$ cat src/rtl/uart9_pkg.sv
package uart9_pkg;
  localparam int OVS   = 16;
  localparam int OVS_W = $clog2(OVS);
  localparam int MID   = OVS / 2;

  typedef enum logic [1:0] {
    RX_IDLE  = 2'd0,
    RX_START = 2'd1,
    RX_DATA  = 2'd2,
    RX_STOP  = 2'd3
  } rx_state_e;
endpackage

$ cat src/rtl/uart9_tick.sv
module uart9_tick
  import uart9_pkg::*;
#(
  parameter int MAX_SHIFT = 2
) (
  input  logic       clk,
  input  logic       rst_n,
  input  logic       rate_ext,
  input  logic [1:0] div_sel,
  input  logic       ext_tick,
  output logic       s_tick,
  output logic       bit_tick
);
  localparam int PRE_W = (MAX_SHIFT < 1) ? 1 : MAX_SHIFT;

  logic [PRE_W-1:0] pre_q, pre_d, lim;
  logic [OVS_W-1:0] ph_q, ph_d;
  logic [1:0]       sh_eff;
  logic             fix_tick;

  always_comb begin
    sh_eff   = (int'(div_sel) > MAX_SHIFT) ? 2'(MAX_SHIFT) : div_sel;
    lim      = PRE_W'((1 << sh_eff) - 1);
    fix_tick = (pre_q == lim);
    pre_d    = fix_tick ? '0 : pre_q + 1'b1;
    s_tick   = rate_ext ? ext_tick : fix_tick;
    ph_d     = s_tick ? ph_q + 1'b1 : ph_q;
    bit_tick = s_tick && (ph_q == OVS_W'(OVS - 1));
  end

  always_ff @(posedge clk or negedge rst_n) begin
    if (!rst_n) begin
      pre_q <= '0;
      ph_q  <= '0;
    end else begin
      pre_q <= pre_d;
      ph_q  <= ph_d;
    end
  end

  // at the /32 setting a tick never lands on two consecutive clocks
  a_r2_half_rate: assert property (@(posedge clk) disable iff (!rst_n)
    (!rate_ext && div_sel == 2'd1 && s_tick) |=>
      (!s_tick || rate_ext || div_sel != 2'd1));
endmodule

$ cat src/rtl/uart9_tx.sv
module uart9_tx
  import uart9_pkg::*;
#(
  parameter int DW = 8
) (
  input  logic          clk,
  input  logic          rst_n,
  input  logic          load,
  input  logic [DW-1:0] din,
  input  logic          b9,
  input  logic          bit_tick,
  output logic          txd,
  output logic          ti_set
);
  localparam int FRAME = DW + 3;
  localparam int IDX_W = $clog2(FRAME);

  logic [FRAME-1:0] sh_q, sh_d;
  logic [IDX_W-1:0] idx_q, idx_d;
  logic             pend_q, pend_d, busy_q, busy_d, txd_q, txd_d;

  always_comb begin
    sh_d   = sh_q;
    idx_d  = idx_q;
    pend_d = pend_q;
    busy_d = busy_q;
    txd_d  = txd_q;
    ti_set = 1'b0;
    if (load && !pend_q && !busy_q) begin
      sh_d   = {1'b1, b9, din, 1'b0};
      pend_d = 1'b1;
    end
    if (bit_tick) begin
      if (pend_q) begin
        pend_d = 1'b0;
        busy_d = 1'b1;
        txd_d  = sh_q[0];
        sh_d   = {1'b1, sh_q[FRAME-1:1]};
        idx_d  = '0;
      end else if (busy_q) begin
        if (idx_q == IDX_W'(FRAME - 1)) begin
          busy_d = 1'b0;
          txd_d  = 1'b1;
        end else begin
          txd_d  = sh_q[0];
          sh_d   = {1'b1, sh_q[FRAME-1:1]};
          idx_d  = idx_q + 1'b1;
          ti_set = (idx_q == IDX_W'(FRAME - 2));
        end
      end
    end
  end

  always_ff @(posedge clk or negedge rst_n) begin
    if (!rst_n) begin
      sh_q   <= '1;
      idx_q  <= '0;
      pend_q <= 1'b0;
      busy_q <= 1'b0;
      txd_q  <= 1'b1;
    end else begin
      sh_q   <= sh_d;
      idx_q  <= idx_d;
      pend_q <= pend_d;
      busy_q <= busy_d;
      txd_q  <= txd_d;
    end
  end

  assign txd = txd_q;

  // line rests high outside a frame
  a_r1_idle_high: assert property (@(posedge clk) disable iff (!rst_n)
    !busy_q |-> txd_q);

  // a write during a pending or active frame leaves the shift register alone
  a_r4_ignore_load: assert property (@(posedge clk) disable iff (!rst_n)
    ((pend_q || busy_q) && load && !bit_tick) |=> $stable(sh_q));
endmodule

$ cat src/rtl/uart9_rx.sv
module uart9_rx
  import uart9_pkg::*;
#(
  parameter int DW = 8
) (
  input  logic          clk,
  input  logic          rst_n,
  input  logic          en,
  input  logic          rxd,
  input  logic          s_tick,
  output logic          done,
  output logic          ferr,
  output logic [DW-1:0] dout,
  output logic          b9
);
  localparam int CNT_W = $clog2(DW + 1);

  rx_state_e        st_q, st_d;
  logic [OVS_W-1:0] ph_q, ph_d;
  logic [CNT_W-1:0] cnt_q, cnt_d;
  logic [DW:0]      sh_q, sh_d;
  logic             rs1_q, rs2_q, last_q, last_d;
  logic             v0_q, v0_d, v1_q, v1_d, vote;

  always_comb begin
    st_d   = st_q;
    ph_d   = ph_q;
    cnt_d  = cnt_q;
    sh_d   = sh_q;
    last_d = last_q;
    v0_d   = v0_q;
    v1_d   = v1_q;
    done   = 1'b0;
    ferr   = 1'b0;
    vote   = (v0_q & v1_q) | (v0_q & rs2_q) | (v1_q & rs2_q);
    if (s_tick) begin
      last_d = rs2_q;
      if (st_q == RX_IDLE) begin
        if (en && last_q && !rs2_q) begin
          st_d = RX_START;
          ph_d = '0;
        end
      end else begin
        ph_d = ph_q + 1'b1;
        if (ph_q == OVS_W'(MID - 1)) v0_d = rs2_q;
        if (ph_q == OVS_W'(MID))     v1_d = rs2_q;
        if (ph_q == OVS_W'(MID + 1)) begin
          case (st_q)
            RX_START: if (vote) st_d = RX_IDLE;
            RX_DATA: begin
              sh_d = {vote, sh_q[DW:1]};
              done = (cnt_q == CNT_W'(DW));
            end
            RX_STOP: begin
              ferr = !vote;
              st_d = RX_IDLE;
            end
            default: ;
          endcase
        end
        if (ph_q == OVS_W'(OVS - 1)) begin
          case (st_q)
            RX_START: begin
              st_d  = RX_DATA;
              cnt_d = '0;
            end
            RX_DATA: begin
              if (cnt_q == CNT_W'(DW)) st_d = RX_STOP;
              else                     cnt_d = cnt_q + 1'b1;
            end
            default: ;
          endcase
        end
      end
    end
    dout = sh_d[DW-1:0];
    b9   = sh_d[DW];
  end

  always_ff @(posedge clk or negedge rst_n) begin
    if (!rst_n) begin
      rs1_q  <= 1'b1;
      rs2_q  <= 1'b1;
      last_q <= 1'b1;
      st_q   <= RX_IDLE;
      ph_q   <= '0;
      cnt_q  <= '0;
      sh_q   <= '0;
      v0_q   <= 1'b1;
      v1_q   <= 1'b1;
    end else begin
      rs1_q  <= rxd;
      rs2_q  <= rs1_q;
      last_q <= last_d;
      st_q   <= st_d;
      ph_q   <= ph_d;
      cnt_q  <= cnt_d;
      sh_q   <= sh_d;
      v0_q   <= v0_d;
      v1_q   <= v1_d;
    end
  end

  // with reception disabled an idle receiver never leaves idle
  a_r5_stay_idle: assert property (@(posedge clk) disable iff (!rst_n)
    (st_q == RX_IDLE && !en) |=> (st_q == RX_IDLE));
endmodule

$ cat src/rtl/uart9_port.sv
module uart9_port
  import uart9_pkg::*;
#(
  parameter int DW        = 8,
  parameter int MAX_SHIFT = 2
) (
  input  logic          clk,
  input  logic          rst_n,
  input  logic          buf_wr,
  input  logic [DW-1:0] buf_wdata,
  input  logic          ctrl_wr,
  input  logic [7:0]    ctrl_wdata,
  input  logic          fe_sel,
  input  logic [1:0]    div_sel,
  input  logic          ext_tick,
  input  logic          rxd,
  output logic          txd,
  output logic [7:0]    ctrl_rd,
  output logic [DW-1:0] rx_buf
);
  logic [1:0]    rst_sync_q;
  logic          rst_i;
  logic          s_tick, bit_tick, ti_set, rx_done, rx_ferr, rx_b9;
  logic [DW-1:0] rx_dout;

  logic          sm0_q, sm0_d, fe_q, fe_d, ext_q, ext_d, ren_q, ren_d;
  logic          tb8_q, tb8_d, rb8_q, rb8_d, ti_q, ti_d, ri_q, ri_d;
  logic [DW-1:0] rbuf_q, rbuf_d;

  always_ff @(posedge clk or negedge rst_n) begin
    if (!rst_n) rst_sync_q <= 2'b00;
    else        rst_sync_q <= {rst_sync_q[0], 1'b1};
  end
  assign rst_i = rst_sync_q[1];

  uart9_tick #(.MAX_SHIFT(MAX_SHIFT)) u_tick (
    .clk(clk), .rst_n(rst_i), .rate_ext(ext_q), .div_sel(div_sel),
    .ext_tick(ext_tick), .s_tick(s_tick), .bit_tick(bit_tick)
  );

  uart9_tx #(.DW(DW)) u_tx (
    .clk(clk), .rst_n(rst_i), .load(buf_wr), .din(buf_wdata), .b9(tb8_q),
    .bit_tick(bit_tick), .txd(txd), .ti_set(ti_set)
  );

  uart9_rx #(.DW(DW)) u_rx (
    .clk(clk), .rst_n(rst_i), .en(ren_q), .rxd(rxd), .s_tick(s_tick),
    .done(rx_done), .ferr(rx_ferr), .dout(rx_dout), .b9(rx_b9)
  );

  always_comb begin
    sm0_d  = sm0_q;
    fe_d   = fe_q;
    ext_d  = ext_q;
    ren_d  = ren_q;
    tb8_d  = tb8_q;
    ti_d   = ti_q;
    ri_d   = ri_q;
    rb8_d  = rb8_q;
    rbuf_d = rbuf_q;
    if (ctrl_wr) begin
      if (fe_sel) fe_d  = ctrl_wdata[7];
      else        sm0_d = ctrl_wdata[7];
      ext_d = ctrl_wdata[6];
      ren_d = ctrl_wdata[4];
      tb8_d = ctrl_wdata[3];
      ti_d  = ctrl_wdata[1];
      ri_d  = ctrl_wdata[0];
    end
    if (ti_set)  ti_d = 1'b1;
    if (rx_ferr) fe_d = 1'b1;
    if (rx_done) begin
      ri_d   = 1'b1;
      rb8_d  = rx_b9;
      rbuf_d = rx_dout;
    end
  end

  always_ff @(posedge clk or negedge rst_i) begin
    if (!rst_i) begin
      sm0_q  <= 1'b0;
      fe_q   <= 1'b0;
      ext_q  <= 1'b0;
      ren_q  <= 1'b0;
      tb8_q  <= 1'b0;
      rb8_q  <= 1'b0;
      ti_q   <= 1'b0;
      ri_q   <= 1'b0;
      rbuf_q <= '0;
    end else begin
      sm0_q  <= sm0_d;
      fe_q   <= fe_d;
      ext_q  <= ext_d;
      ren_q  <= ren_d;
      tb8_q  <= tb8_d;
      rb8_q  <= rb8_d;
      ti_q   <= ti_d;
      ri_q   <= ri_d;
      rbuf_q <= rbuf_d;
    end
  end

  assign ctrl_rd = {fe_sel ? fe_q : sm0_q, ext_q, 1'b0, ren_q, tb8_q, rb8_q, ti_q, ri_q};
  assign rx_buf  = rbuf_q;

  // the done flag rises on its own only while the stop level is driven
  a_r3_ti_at_stop: assert property (@(posedge clk) disable iff (!rst_i)
    ($rose(ti_q) && !$past(ctrl_wr)) |-> txd);

  // the frame-error flag survives everything except a selected software write
  a_r8_fe_sticky: assert property (@(posedge clk) disable iff (!rst_i)
    (fe_q && !(ctrl_wr && fe_sel)) |=> fe_q);
endmodule

$ cat config.mk
export PLATFORM = sky130hd
export DESIGN_NAME = uart9_port
export DESIGN_NICKNAME = d
export VERILOG_FILES = /design/src/rtl/uart9_pkg.sv /design/src/rtl/uart9_tick.sv /design/src/rtl/uart9_tx.sv /design/src/rtl/uart9_rx.sv /design/src/rtl/uart9_port.sv
export SDC_FILE = /design/constraint.sdc
export NUM_CORES = 1
export LEC_CHECK = 0
export ABC_AREA = 1
export BUFFER_PORTS_ARGS = -buffer_cell sky130_fd_sc_hd__buf_2
export CORE_ASPECT_RATIO = 1.75
export CORE_MARGIN = 2
export CORE_UTILIZATION = 55
export CTS_CLUSTER_DIAMETER = 50
export DETAILED_ROUTE_END_ITERATION = 10
export HOLD_SLACK_MARGIN = 0.08
export PLACE_DENSITY = 0.78
export SLEW_MARGIN = 20
export SYNTH_ARGS = -nofsm -noshare
export SYNTH_HDL_FRONTEND = slang
export SYNTH_SLANG_ARGS = --single-unit
$ cat constraint.sdc
create_clock -name clk -period 5.1 [get_ports clk]
set_input_delay 0.51 -clock clk [delete_from_list [all_inputs] [get_ports clk]]
set_output_delay 0.51 -clock clk [all_outputs]
set_load 0.05 [all_outputs]
# Word level (Yosys, flattened, before mapping)
# Cells that the tools add are included.
# totals
regBits	66
mem_bits_ro	0
latch_bits	0
output_inout_bits	17
inputBits	25
ramBits	0
memories	0
elab_cells	136
# classes
n_addsub	6
n_reduce_logical	24
eq_ne	15
shifts	1
magnitude_cmp	1
n_bitwise	7
multipliers	0
n_div	0
mux	56
# ops
operator	count
two-way mux 11 bit	5
two-way mux 9 bit	4
two-way mux 1 bit	30
equality test 4 bit (second input constant)	7
two-way mux 4 bit	6
adder 4 x 1 -> 4 bit (second input constant)	4
two-way mux 2 bit	8
nonzero test 2 bit	6
AND reduction 3 bit	3
case mux 2 bit (2 select lines)	2
case mux 4 bit (2 select lines)	1
AND reduction 2 bit	4
logical AND 1 bit	5
AND reduction 5 bit	1
equality test 2 bit (second input constant)	2
equality test 4 x 3 -> 1 bit (second input constant)	1
logical NOT 1 bit	4
!= test 2 bit (second input constant)	2
bitwise AND 1 bit	3
adder 2 x 1 -> 2 bit (second input constant)	1
equality test 2 x 1 -> 1 bit (second input constant)	1
equality test 2 bit	1
greater-than comparator 2 bit (second input constant)	1
logical NOT 2 bit	1
5 further kinds	7

# Logic depth before layout (Yosys ltp)
# Gate-level depths: netlist of run 1.
# logic_depth
ltp_word	10
mapped_depth	14
mapped_depth_nobuf	13

# Modules after synthesis
# From an unflattened synthesis of run 1, not the netlist that was laid out.
# hier_totals
hier_cells	409
hier_area_um2	3377.0
# modules_own_cells
mod	n_inst	seq_area_each_um2	cells_each	area_each_um2
uart9_rx	1	606.8	149	1285.0
uart9_tx	1	465.4	126	949.7
uart9_port	1	450.4	86	779.5
uart9_tick	1	150.1	48	362.8

# Worst setup path before layout of run 1
# No wires, ideal clock.
# synth_path
kind	flip-flop to flip-flop
startpoint	reg u_rx.st_q[0]
endpoint	reg rbuf_q[0], in the netlist rx_buf[0]
synth_period_minus_slack_ns	1.599
setup_ns	0.066
t_arrival_ns	1.533
path_buffers	1
path_stages_with_launch	10
setup_slack_ns	3.501
required_time_ns	5.034
path_cell_list	dfrtp_1 -> inv_1 -> ha_1 -> buf_2 -> inv_2 -> nor3_4 -> nand3_4 -> nor2_4 -> nand2_1 -> nand2_1
# synth_between
elab_chain_cells	5
elab_cells_between_ends	10
cone_classes	eq/ne: 1; mux: 8; reduce/logical: 1
# synth_rtl
element	line_no	text
from (decl)	uart9_rx.sv:18	rx_state_e st_q, st_d;
from (signal assigned)	uart9_rx.sv:95	st_q <= st_d;
equality test 2 bit	uart9_rx.sv:48	case (st_q)
two-way mux 9 bit / two-way mux 1 bit (equally long branches)	uart9_rx.sv:48	
two-way mux 9 bit / two-way mux 1 bit (equally long branches)	uart9_rx.sv:47	if (ph_q == OVS_W'(MID + 1)) begin
two-way mux 9 bit / two-way mux 1 bit (equally long branches)	uart9_rx.sv:38	if (st_q == RX_IDLE) begin
two-way mux 9 bit / two-way mux 1 bit (equally long branches)	uart9_rx.sv:36	if (s_tick) begin
to (signal assigned)	uart9_port.sv:99	rbuf_q <= rbuf_d;
to (decl)	uart9_port.sv:28	logic [DW-1:0] rbuf_q, rbuf_d;
# Several ways; a longest one is shown, not always the timed one.
# A chain may end at the register's enable or synchronous reset.

# Worst setup path after layout of run 1
# layout_path
startpoint	reg u_rx.st_q[1]
endpoint	reg u_rx.cnt_q[2]
# layout_between
elab_chain_cells	3
elab_cells_between_ends	8
cone_classes	eq/ne: 3; mux: 1; bitwise: 1; reduce/logical: 3
# layout_rtl
element	line_no	text
equality test 2 bit (tied with other cells)	uart9_rx.sv:62	case (st_q)
!= test 2 bit (no source line) (tied with other cells)	--	
AND reduction 5 bit (no source line)	--	
to (signal assigned)	uart9_rx.sv:97	cnt_q <= cnt_d;
to (decl)	uart9_rx.sv:20	logic [CNT_W-1:0] cnt_q, cnt_d;
# Several ways; a longest one is shown, not always the timed one.

==> results_dict.tcl, run 1 <==
set metrics [dict create \
    path_class "register to register" \
    yosys_warnings 0 \
    arrival_ps 2400 \
    drc 0 \
    cp-end-kind "register" \
    tns_ps 0 \
    ys_types 32 \
    cap_violations 0 \
    wl_met2_um 3980 \
    postRouteWirelength_um 7350 \
    avgSynthCellArea_sq_um 7.68 \
    post-place-cells 562 \
    port_buffers 38 \
    setup_viol 0 \
    fin_nets 533 \
    grt_start_max_net_pins 65 \
    worst_ir_drop_vdd_mv 0.311 \
    grt.overflow.total 0 \
    rsz0062_at_grt "false" \
    critPathMaxFanout 12 \
    post_cts_buffers 0 \
    synth-async-reset-ratio_pct 100 \
    synth_flop_cell "dfrtp_1" \
    row_count 38 \
    critPathLaunchType "register" \
    crit_slowest_cell "ha_1" \
    finalHoldViolations 0 \
    die_width_um 64.7 \
    cts_sinks 66 \
    fin_crit_ps 2190 \
    r2r_start "u_rx.st_q[1]" \
    grt_pass1_vias 3004 \
    netlist_area_sq_mm 0.00355 \
    relSlewSlack_pct 47.0 \
    critPathBufInv 2 \
    start_util_pct 57.0 \
    core_sq_mm 0.00623 \
    tightest_slew_ps 795 \
    r2r_slack_ps 2910 \
    timing.hold.ws_ps 268 \
    fp.dieArea_sq_mm 0.00714 \
    die-height_um 110 \
    firstDrtPassIters 4 \
    cp.required_ps 5310 \
    drtIter0Drc 198 \
    wl_met3_um 273 \
    clk_pin_slew_ps 60 \
    multiInputGateArea_sq_mm 0.00164 \
    leakage_nw 2.09 \
    diodes 0 \
    fin_worst_skew_ps 7.51 \
    synth_nets 501 \
    critPathTopFamily "buffers and inverters" \
    final_antenna_net_count 0 \
    cts_buffers 9 \
    hold_path_end "u_rx.rs1_q" \
    cellPowerDensity_mw_per_mm2 414 \
    fmax_mhz 457 \
    num_vias 2999 \
    syn2layout_area_growth_pct 9.90 \
    drt-met1-wl_um 2970 \
    reg2reg_to "u_rx.cnt_q[2]" \
    crit_cells 7 \
    stdcell_count 579 \
    worst_r2r_path_depth 7 \
    hold_start "rxd" \
    clkLatencyLatePin_ps 340 \
    synth-edff-count 0 \
    cpPeakStageDelay_ps 520 \
    holdPathStages 1 \
    grt_pass1_wl_um 12500 \
    dp_hpwl_um 5110 \
    antenna_found_initial 0 \
    ys_seq_area_share_pct 47.1 \
    via_per_inst 5.18 \
    cts.path.max_buffers 2 \
    grt_use_total_pct 22.6 \
    outcome "finished, final reports clean" \
    path_cells "inv_1 > ha_1 > clkinv_1 > nand3_1 > nor2_1 > nand2_1 > o21ai_0" \
    place_congestion 0.852 \
    regArea_sq_mm 0.00167 \
    syn_inst 462 \
    period_share_pct 42.9 \
    top_level_ports 42 \
    drive_gt1_share_pct 16.2 \
    highest-signal-layer "met4" \
    ys_ff_latch 66 \
    clock-root-buffer "clkbuf_8" \
    cts_max_level 3 \
    cts_tree "built" \
    fillers 563 \
    drv_slew 0 \
    routedWlPerCell_um 12.7 \
    hp-class "input port to register" \
]
flip-flops by register name, indices dropped and copies added, names as in the netlist, 2 cells and up:
register	count
u_tx.sh_q	11
u_rx.sh_q	9
rx_buf	8
u_rx.cnt_q	4
u_rx.ph_q	4
u_tick.ph_q	4
u_tx.idx_q	4
rst_sync_q	2
u_rx.st_q	2
u_tick.pre_q	2
worst register-to-register path, cell delays in order (launching register included):
cell	delay [ps]
dfrtp_1	430
inv_1	130
ha_1	520
clkinv_1	460
nand3_1	230
nor2_1	110
nand2_1	90
o21ai_0	80
synth_stat cells, drive strengths merged (3+ instances only):
library cell	count	area, sq um
nand3	24	155
ha	14	175
xor2	6	52.6
o21ai	17	85.1
nand2	218	821
buf	16	97.6
dfrtp	49	1230
dfstp	17	447
clkbuf	3	11.3
nor2	33	144
inv	31	116
nand4	16	100
placed cells by master (no fill, tap or decap), types with 6 or more instances in the layout:
cell type / n
xor2_1: 6
clkbuf_8: 9
inv_1: 29
nand2_1: 217
dfstp_2: 17
clkbuf_1: 6
o21ai_0: 16
nor2_1: 29
nand3_1: 20
dfrtp_1: 48
nand4_1: 16
buf_2: 38
ha_1: 14
cells by family after synthesis:
family,Yosys count,share of synthesized area [%]
AOI/OAI and AO/OA,23,3.49
xor gates and xnor gates,8,1.97
adders and majority gates,14,4.93
buffers and inverters,52,6.56
DFF,66,47.1
other,2,0.212
and+or+nand+nor,297,35.7
through the flow:
step | utilization [%] | instance area, sq um | power, mW | setup slack, ps
after floorplan | - | 3550 | 1.15 | 3160
after global placement | 60.0 | 3740 | 1.23 | 2770
after detailed placement | 60.0 | 3740 | 1.26 | 2760
after CTS | 62.6 | 3900 | 1.62 | 2930
after global routing | 62.6 | 3900 | 1.73 | 2660
final | 62.6 | 3900 | 1.61 | 2910
layer usage:
layer,GRT usage [%],vias to the layer above
li1,-,1503
met1,24.5,1404
met2,41.8,78
met3,4.57,14
met4,10.0,0
met5,0,-
timing repair:
| action | 4_1_cts | 5_1_grt |
|---|---|---|
| hold buffers | 1 | 0 |
| endpoints found under the hold margin | 2 | 0 |
| gates resized for setup | 0 | 0 |
cell type report:
cell class / instances / area share (%)
clock buffers: 15 / 3.75
clock inverters: 1 / 0.128
inverters: 33 / 3.18
multi-input cells: 344 / 42.1
flip-flops and latches: 66 / 42.9
well taps: 80 / 2.57
repair buffers: 40 / 5.32
how the worst max path moves through the flow:
stage                        from             to
global placement       div_sel[1]  u_tx.idx_q[0]
floorplan           rst_sync_q[1]          ext_q
global route         u_rx.st_q[1]  u_rx.cnt_q[2]
finish               u_rx.st_q[1]  u_rx.cnt_q[2]
CTS                  u_rx.st_q[1]  u_rx.cnt_q[2]
detailed placement     div_sel[1]  u_tx.idx_q[0]
power breakdown:
part	switching (mW)	internal, mW	leakage, nW
Sequential	0.0898	0.672	0.805
Combinational	0.334	0.157	1.20
Clock	0.184	0.177	0.0757
Total	0.608	1.01	2.09
Note: power is estimated with default switching activity, not from simulation.
==> run 2: changes to the inputs <==
clock period = 2.1 ns   (was 5.1 ns; I/O delays follow)
==> run 2 against run 1 <==
Power rose by 150%; critical endpoint is now rx_buf[0]; largest power group unchanged; die area did not move; non-clock buffer count rose by 11; clock skew barely moved; critical path type unchanged.
==> results_dict.tcl, run 2 (synthesis gave the netlist of run 1 again) <==
set metrics [dict create \
    grt_use_total_pct 24.1 \
    grt_pass1_wl_um 13000 \
    die_width_um 64.7 \
    critPathLaunchType "register" \
    setup_viol 0 \
    routedWlPerCell_um 12.5 \
    row_count 38 \
    leakage_nw 2.15 \
    clk_pin_slew_ps 70 \
    worst_ir_drop_vdd_mv 0.753 \
    dp_hpwl_um 5260 \
    finalHoldViolations 0 \
    grt_use_met2_pct 44.0 \
    die-height_um 110 \
    top_level_ports 42 \
    rsz0062_at_grt "false" \
    cellPowerDensity_mw_per_mm2 999 \
    antenna_found_initial 0 \
    largest_register "u_tx.sh_q" \
    top_usage_layer "met2" \
    arrival_ps 2170 \
    final_antenna_net_count 0 \
    fin_crit_ps 1880 \
    fmax_mhz 533 \
    final_util_pct 64.5 \
    grt_pass1_vias 3013 \
    hp-class "input port to register" \
    cts_buffers 9 \
    start_util_pct 57.0 \
    tns_ps 0 \
    drtIter0Drc 134 \
    fin_worst_skew_ps 7.97 \
    critPathMaxFanout 9 \
    cap_violations 0 \
    firstDrtPassIters 4 \
    cts_tree "built" \
    largest_reg_flops 11 \
    grt_util_met1_pct 25.1 \
    port_buffers 38 \
    cp-end-kind "register" \
    drc 0 \
    cp.required_ps 2390 \
    clkLatencyLatePin_ps 350 \
    final_common_cell "nand2_1" \
    num_vias 3000 \
    fillers 576 \
    timing.hold.ws_ps 114 \
    core_sq_mm 0.00623 \
    grt_start_max_net_pins 65 \
    diodes 0 \
    clock-root-buffer "clkbuf_8" \
    cts_sinks 66 \
    grt.overflow.total 0 \
    place_congestion 0.832 \
    path_class "register to register" \
    grt.met3_usage_pct 7.31 \
    drive_gt1_share_pct 17.5 \
    via_per_inst 5.08 \
    period_share_pct 89.4 \
    fp.dieArea_sq_mm 0.00714 \
    fin_nets 544 \
    postCtsResizedCells 0 \
    cts.path.max_buffers 2 \
    drv_slew 0 \
    cts_max_level 3 \
    final_cell_mix "nand2_1 (217), dfrtp_1 (48), buf_2 (38)" \
    outcome "finished, final reports clean" \
    syn2layout_area_growth_pct 13.1 \
    postRouteWirelength_um 7370 \
]
-- run 2: changes by cell type in the layout (fill, tap and decap cells not counted), sizes merged --
cell / delta
dlygate4sd3: +4
buf: +7
-- run 2: worst paths after layout --
kind / startpoint / to / slack [ps] / depth (start not counted)
setup / recovery: u_rx.st_q[0] / rx_buf[0] / 220 / 8
hold / removal: ctrl_wdata[7] / sm0_q / 110 / 3
setup reg to reg: u_rx.st_q[0] / rx_buf[0] / 220 / 8
hold reg to reg: rst_sync_q[1] / ren_q / 270 / 1
max in group asynchronous: rst_sync_q[1] / u_tx.sh_q[5] / 1510 / 1
min in group asynchronous: rst_n / rst_sync_q[1] / 190 / 2
-- run 2: power breakdown --
part,total [mW],switching [mW],internal (mW),leakage (nW)
combinational,1.24,0.817,0.427,1.26
sequential,1.85,0.221,1.63,0.805
clock,0.912,0.451,0.461,0.0817
total,4.01,1.49,2.52,2.15
-- run 2: layer usage --
layer	part of all wire, %	wire length [um]	vias up
met2	55	4070	58
li1	-	-	1528
met4	2.1	153	0
met3	3.8	282	11
met5	0	0	-
met1	39	2870	1403
-- run 2: cell type report --
cell class	instances	area (sq um)	area share [%]
clock buffer	15	156	3.89
clock inverter	1	5.00	0.125
inverter	33	124	3.08
multi-input combinational	344	1640	40.9
sequential	66	1670	41.7
tap	80	100	2.49
timing repair buffer	51	313	7.79
-- run 2: critical path, stage by stage, from the launching register on --
cell and delay [ps]:
dfrtp_1 410, inv_1 100, ha_1 300, buf_4 200, nor3_4 270, nand3_4 150
nor2_4 230, nand2_1 80, nand2_1 60
-- run 2: through the flow --
stage	cell area (sq um)	std cells	total power [mW]	worst slack (ps)
finish	4020	590	4.01	223
global route	4020	590	4.34	51.5
CTS	4020	590	4.05	207
detailed placement	3800	569	3.12	225
global placement	3800	569	3.05	292
floorplan	3550	462	2.80	156
-- run 2: repair_timing --
| item | 4_1_cts | 5_1_grt |
|---|---|---|
| endpoints found under the setup margin | 0 | 0 |
| setup buffers | 0 | 0 |
| hold buffers | 5 | 0 |
| endpoints found under the hold margin | 6 | 0 |
